`src/rtl/rmt_pkg.sv`:
```
// Package: default sizes shared by the rename map table and its checker.
// Assumes the physical register count is a power of two.
package rmt_pkg;
    parameter int unsigned RMT_NUM_ARCH = 16;
    parameter int unsigned RMT_NUM_PHYS = 64;
endpackage

```
`src/rtl/rmt_freelist.sv`:
```
// Free list of physical tags, kept as a circular FIFO.
// After reset it holds tags NUM_ARCH..NUM_PHYS-1 in ascending order.
// Assumes NUM_PHYS is a power of two and that no tag is released twice.
module rmt_freelist #(
    parameter int NUM_ARCH = 16,
    parameter int NUM_PHYS = 64,
    parameter int TAG_W    = 6
) (
    input  logic             clk,
    input  logic             rst_n,
    input  logic             pop,
    input  logic             push,
    input  logic [TAG_W-1:0] push_tag,
    output logic [TAG_W-1:0] head_tag,
    output logic             empty
);
    localparam int FREE_N = NUM_PHYS - NUM_ARCH;
    localparam int CNT_W  = TAG_W + 1;

    logic [TAG_W-1:0] mem [NUM_PHYS];
    logic [TAG_W-1:0] rd_ptr, wr_ptr;
    logic [CNT_W-1:0] cnt;
    logic             do_pop, do_push;

    // Qualify the requests against occupancy.
    always_comb begin
        empty   = (cnt == '0);
        do_pop  = pop && !empty;
        do_push = push && (cnt != CNT_W'(NUM_PHYS));
        head_tag = mem[rd_ptr];
    end

    // Storage, pointers and count update.
    always_ff @(posedge clk) begin
        if (!rst_n) begin
            for (int i = 0; i < NUM_PHYS; i++)
                mem[i] <= (i < FREE_N) ? TAG_W'(NUM_ARCH + i) : '0;
            rd_ptr <= '0;
            wr_ptr <= TAG_W'(FREE_N);
            cnt    <= CNT_W'(FREE_N);
        end else begin
            if (do_push) begin
                mem[wr_ptr] <= push_tag;
                wr_ptr      <= wr_ptr + 1'b1;
            end
            if (do_pop)
                rd_ptr <= rd_ptr + 1'b1;
            case ({do_push, do_pop})
                2'b10:   cnt <= cnt + 1'b1;
                2'b01:   cnt <= cnt - 1'b1;
                default: cnt <= cnt;
            endcase
        end
    end
endmodule

```
`src/rtl/rmt_map_entry.sv`:
```
// One map entry: a physical tag and a ready bit.
// A write installs a new tag and clears ready. A broadcast equal to the
// held tag sets ready. The write takes priority over the broadcast.
module rmt_map_entry #(
    parameter int TAG_W     = 6,
    parameter int RESET_TAG = 0
) (
    input  logic             clk,
    input  logic             rst_n,
    input  logic             wr_en,
    input  logic [TAG_W-1:0] wr_tag,
    input  logic             bc_valid,
    input  logic [TAG_W-1:0] bc_tag,
    output logic [TAG_W-1:0] tag,
    output logic             rdy
);
    // Entry state update.
    always_ff @(posedge clk) begin
        if (!rst_n) begin
            tag <= TAG_W'(RESET_TAG);
            rdy <= 1'b1;
        end else if (wr_en) begin
            tag <= wr_tag;
            rdy <= 1'b0;
        end else if (bc_valid && (bc_tag == tag)) begin
            rdy <= 1'b1;
        end
    end
endmodule

```
`src/rtl/rename_map_table.sv`:
```
// Rename map table: one entry per architectural register, a free list
// for destination tags, and same-cycle broadcast bypass on source reads.
// Assumes single-wide rename and no checkpoint recovery.
module rename_map_table #(
    parameter int NUM_ARCH = rmt_pkg::RMT_NUM_ARCH,
    parameter int NUM_PHYS = rmt_pkg::RMT_NUM_PHYS,
    parameter int ARCH_W   = $clog2(NUM_ARCH),
    parameter int TAG_W    = $clog2(NUM_PHYS)
) (
    input  logic              clk,
    input  logic              rst_n,
    input  logic              ren_valid,
    input  logic [ARCH_W-1:0] ren_src_a,
    input  logic [ARCH_W-1:0] ren_src_b,
    input  logic [ARCH_W-1:0] ren_dst,
    output logic              ren_stall,
    output logic [TAG_W-1:0]  dst_tag,
    output logic [TAG_W-1:0]  src_a_tag,
    output logic              src_a_rdy,
    output logic [TAG_W-1:0]  src_b_tag,
    output logic              src_b_rdy,
    input  logic              bc_valid,
    input  logic [TAG_W-1:0]  bc_tag,
    input  logic              rel_valid,
    input  logic [TAG_W-1:0]  rel_tag
);
    logic [TAG_W-1:0]          ent_tag [NUM_ARCH];
    logic [NUM_ARCH-1:0]       ent_rdy;
    logic [NUM_ARCH*TAG_W-1:0] map_tags_flat;
    logic                      fl_empty;
    logic                      accept;

    // Accept a request only while a free tag is available.
    always_comb begin
        ren_stall = fl_empty;
        accept    = ren_valid && !fl_empty;
    end

    rmt_freelist #(
        .NUM_ARCH (NUM_ARCH),
        .NUM_PHYS (NUM_PHYS),
        .TAG_W    (TAG_W)
    ) u_free (
        .clk      (clk),
        .rst_n    (rst_n),
        .pop      (accept),
        .push     (rel_valid),
        .push_tag (rel_tag),
        .head_tag (dst_tag),
        .empty    (fl_empty)
    );

    for (genvar g = 0; g < NUM_ARCH; g++) begin : g_ent
        logic wr_sel;
        assign wr_sel = accept && (ren_dst == ARCH_W'(g));
        rmt_map_entry #(
            .TAG_W     (TAG_W),
            .RESET_TAG (g)
        ) u_ent (
            .clk      (clk),
            .rst_n    (rst_n),
            .wr_en    (wr_sel),
            .wr_tag   (dst_tag),
            .bc_valid (bc_valid),
            .bc_tag   (bc_tag),
            .tag      (ent_tag[g]),
            .rdy      (ent_rdy[g])
        );
        assign map_tags_flat[g*TAG_W +: TAG_W] = ent_tag[g];
    end

    // Source lookup with bypass from a same-cycle broadcast.
    always_comb begin
        src_a_tag = ent_tag[ren_src_a];
        src_b_tag = ent_tag[ren_src_b];
        src_a_rdy = ent_rdy[ren_src_a] | (bc_valid && (bc_tag == src_a_tag));
        src_b_rdy = ent_rdy[ren_src_b] | (bc_valid && (bc_tag == src_b_tag));
    end
endmodule

```
`config.mk`:
```
export PLATFORM = sky130hd
export DESIGN_NAME = rename_map_table
export DESIGN_NICKNAME = d
export VERILOG_FILES = /design/src/rtl/rmt_pkg.sv /design/src/rtl/rmt_freelist.sv /design/src/rtl/rmt_map_entry.sv /design/src/rtl/rename_map_table.sv
export SDC_FILE = /design/constraint.sdc
export NUM_CORES = 1
export LEC_CHECK = 0
export ABC_AREA = 1
export BUFFER_PORTS_ARGS = -buffer_cell sky130_fd_sc_hd__buf_2
export CORE_MARGIN = 4
export CORE_UTILIZATION = 61
export CTS_BUF_LIST = sky130_fd_sc_hd__clkbuf_2 sky130_fd_sc_hd__clkbuf_4 sky130_fd_sc_hd__clkbuf_8
export CTS_CLUSTER_DIAMETER = 100
export DETAILED_ROUTE_END_ITERATION = 6
export PLACE_DENSITY = 0.75
export REMOVE_ABC_BUFFERS = 1
export SLEW_MARGIN = 20
export SYNTH_ARGS = -nofsm -noshare
export SYNTH_HDL_FRONTEND = slang
export SYNTH_SLANG_ARGS = --single-unit
export TNS_END_PERCENT = 20
```
`constraint.sdc`:
```
create_clock -name clk -period 6.4 [get_ports clk]
set_input_delay 1.28 -clock clk [delete_from_list [all_inputs] [get_ports clk]]
set_output_delay 1.28 -clock clk [all_outputs]
set_load 0.02 [all_outputs]
```
==> results.toml <==
[clock_tree]
clk-insertion-delay-late_ps = 700
root_buffer = "clkbuf_8"
cts_tree = "yes"
post_cts_buffers = 0
hold_buffers = 0
clock_path_buffers = 3
h-tree-depth = 3
cts_inserted_buffers = 84
clock-sinks = 521
post_cts_resized = 0
clkTransAtPathRegs_ps = 60

[routing]
wl_per_cell_um = 20.7
vias = 23600
routed_wl_um = 80000
drtIter0Drc = 3168
drc = 22
ant_nets = 0
routed_via_density = 6.11
firstDrtPassIters = 7

[power]
p_switching_mw = 2.12
combPwrFrac_pct = 12.6
p_leak_nw = 10.9
p_per_area_nw_per_um2 = 266
power_frac_seq_pct = 49.0
clockPowerShare_pct = 38.4
switching_share_pct = 27.8
max-vdd-ir-drop_uv = 201
total_power_mw = 7.63
intPower_mw = 5.50

[synthesis]
synthArstFlopShare_pct = 0
synth_cells = 3250
ys_seq_elements = 521
synth-compound-area-share_pct = 13.7
synthSimpleGateAreaFrac_pct = 23.7
ys.flop_type = "edfxtp_1"
synth_fa_ha_area_share_pct = 0.187
synth_xor_xnor_area_share_pct = 1.21
synth_top_family_by_area = "simple AND/OR/NAND/NOR gates"
ys_seq_area_share_pct = 53.4
syn_area_um2 = 26700
synth_edf_count = 384
syn_area_per_cell_um2 = 8.22
ys_types = 46
synthMuxAreaShare_pct = 0
ys_warn_count = 0

[sta]
fin_worst_skew_ps = 39.5
fin_crit_sh_pct = 82.1
grt_setup_unrepaired = "no"
setup_viol = 0
slew_violations = 0
hold-worst-slack_ps = 474
hold_violations = 0
final.setup.tns_ps = 0
fmax_ghz = 0.190
worst_pin_slew_ps = 1060
period_minus_slack_ps = 5260
relSlewSlack_pct = 29.2

[outcome]
status = "complete, but fails checks"
violations = "design-rule violations"

[die]
rows = 76
die_w_um = 217
ioPinCount = 50
core_um2 = 43200
initial_core_util_pct = 61.9
die_area_um2 = 47200
fp.dieH_um = 217

[finish]
final_cells = 3858
n_antenna_cell = 0
layout_commonest_cell = "nand2_1"
nets = 3236
final_core_util_pct = 66.3
multiInputGateArea_um2 = 10400
layout_common_cells = "nand2_1 (777), nor2_1 (497), edfxtp_1 (384), inv_1 (249), nand3_1 (216)"
seq_area_um2 = 14300
final_layout_size_suffix_gt1_share_pct = 8.52
n_fill_cell = 3635
area_delta_synth_final_pct = 7.17

[place]
portBuffers = 49
dp_cells = 3702
gp_congestion = 0.968
hpwl_um = 51600

[grt]
grt_pass1_wl_um = 123000
overflow = 0
grt_max_degree = 193
grt_pass1_vias = 22000
globalRouteTotalUtil_pct = 33.5
antenna_found_initial = 0

[worst_setup_path]
crit_slowest_cell = "inv_2"
crit_chain = "inv_2 -> buf_4 -> o21ai_1 -> o22ai_1 -> nand2_1 -> nand2_1 -> nand2_1 -> nand3_1 -> nand3_2 -> nand2_4 -> buf_2"
crit_type = "reg2out"
critPathMaxStageDelay_ps = 720
cp_max_fo = 61
endpoint_kind = "primary output"
cp.arrival_ps = 3980
start_kind = "flop"
crit_path_frequent_cell = "nand2_1"
cp.required_ps = 5120

[run]
cap_violations = 0

[worst_hold_path]
worst_hold_path_type = "reg2reg"
metal layers:
| layer | vias up | GRT usage, % | share of wire [%] |
|---|---|---|---|
| met5 | - | 0 | 0 |
| met1 | 11000 | 46.8 | 39 |
| met4 | 0 | 14.7 | 4.6 |
| met2 | 1470 | 51.8 | 45 |
| li1 | 10800 | - | - |
| met3 | 294 | 5.92 | 11 |
per-stage QoR:
stage / setup slack, ps / instance area [µm²]
after floorplan: -779 / 25700
after global placement: 1670 / 26900
after detailed placement: 1690 / 26900
after CTS: 1180 / 28600
after global routing: 937 / 28600
final: 1140 / 28600
worst paths after layout:
kind	slack [ps]	end	from	cells after the start
setup / recovery	1140	dst_tag[0]	flop	11
hold / removal	470	g_ent[7].u_ent.tag[0]	g_ent[7].u_ent.tag[0]	2
setup reg to reg	3110	g_ent[9].u_ent.tag[0]	flop	12
hold reg to reg	470	g_ent[7].u_ent.tag[0]	g_ent[7].u_ent.tag[0]	2
sequential cells by signal, summed over array words and instances, names as in the netlist, named ones only:
signal           cells
u_free.rd_ptr        6
u_free.wr_ptr        6
g_ent.u_ent.tag     96
u_free.mem         384
u_free.cnt           7
g_ent.u_ent.rdy     16
power by group through the flow:
stage	sequential, mW	clock, mW	combinational [mW]
final	3.74	2.93	0.960
after global routing	3.74	3.11	1.04
after CTS	3.74	2.94	0.935
after detailed placement	3.81	0	0.931
after global placement	3.80	0	0.916
after floorplan	3.82	0	0.544
final cells by class:
| type | instances | area share [%] |
|---|---|---|
| clock buffers | 129 | 5.46 |
| clock inverters | 27 | 0.551 |
| inverters | 281 | 3.70 |
| multi-input cells | 2241 | 36.2 |
| flip-flops and latches | 521 | 49.9 |
| well taps | 585 | 2.56 |
| repair buffers | 74 | 1.65 |
synthesized netlist by cell type, types with 2 or more instances:
master       n  area, µm²
buf_2       46        230
o2111ai_1    7       61.3
clkbuf_1   126        473
nand3_4      4       70.1
xor2_1      21        184
nand2_1    777       2920
o21ai_0    177        886
nand2_2      2       12.5
nor2_2       4       25.0
o21ai_1     93        465
xnor2_1     16        140
a2111oi_0    2       17.5
ha_1         4       50.1
inv_2       30        113
a21oi_1    164        821
a221oi_1     4       35.0
dfxtp_1    137       2740
o21a_1      21        158
a31oi_1      5       31.3
nor2_1     497       1870
o221ai_1     5       43.8
o22ai_1    104        651
buf_4       10       75.1
nor4_1       8       50.1
o211ai_1    59        443
nand4_1     10       62.6
nand3_1    216       1080
a211oi_1     5       37.5
buf_1        6       22.5
edfxtp_1   384      11500
nor3_2       2       20.0
inv_1      249        935
nor3_1      17       85.1
nand3_2      8       80.1
nand2_4      2       22.5
buf_6       18        203
logic make-up after synthesis:
group	count (synthesis)
AOI/OAI and AO/OA	648
xor gates and xnor gates	37
adders and majority gates	4
buffers and inverters	488
DFF	521
and+or+nand+nor	1552
critical path: cells and delay by family (launching register included):
| family | cells | cell delay (ps) |
|---|---|---|
| buffers and inverters | 3 | 1440 |
| AND/OR/NAND/NOR | 6 | 1180 |
| AO/OA/AOI/OAI | 2 | 340 |
| flip-flops | 1 | 320 |
Power figures use the tool's default switching activity.
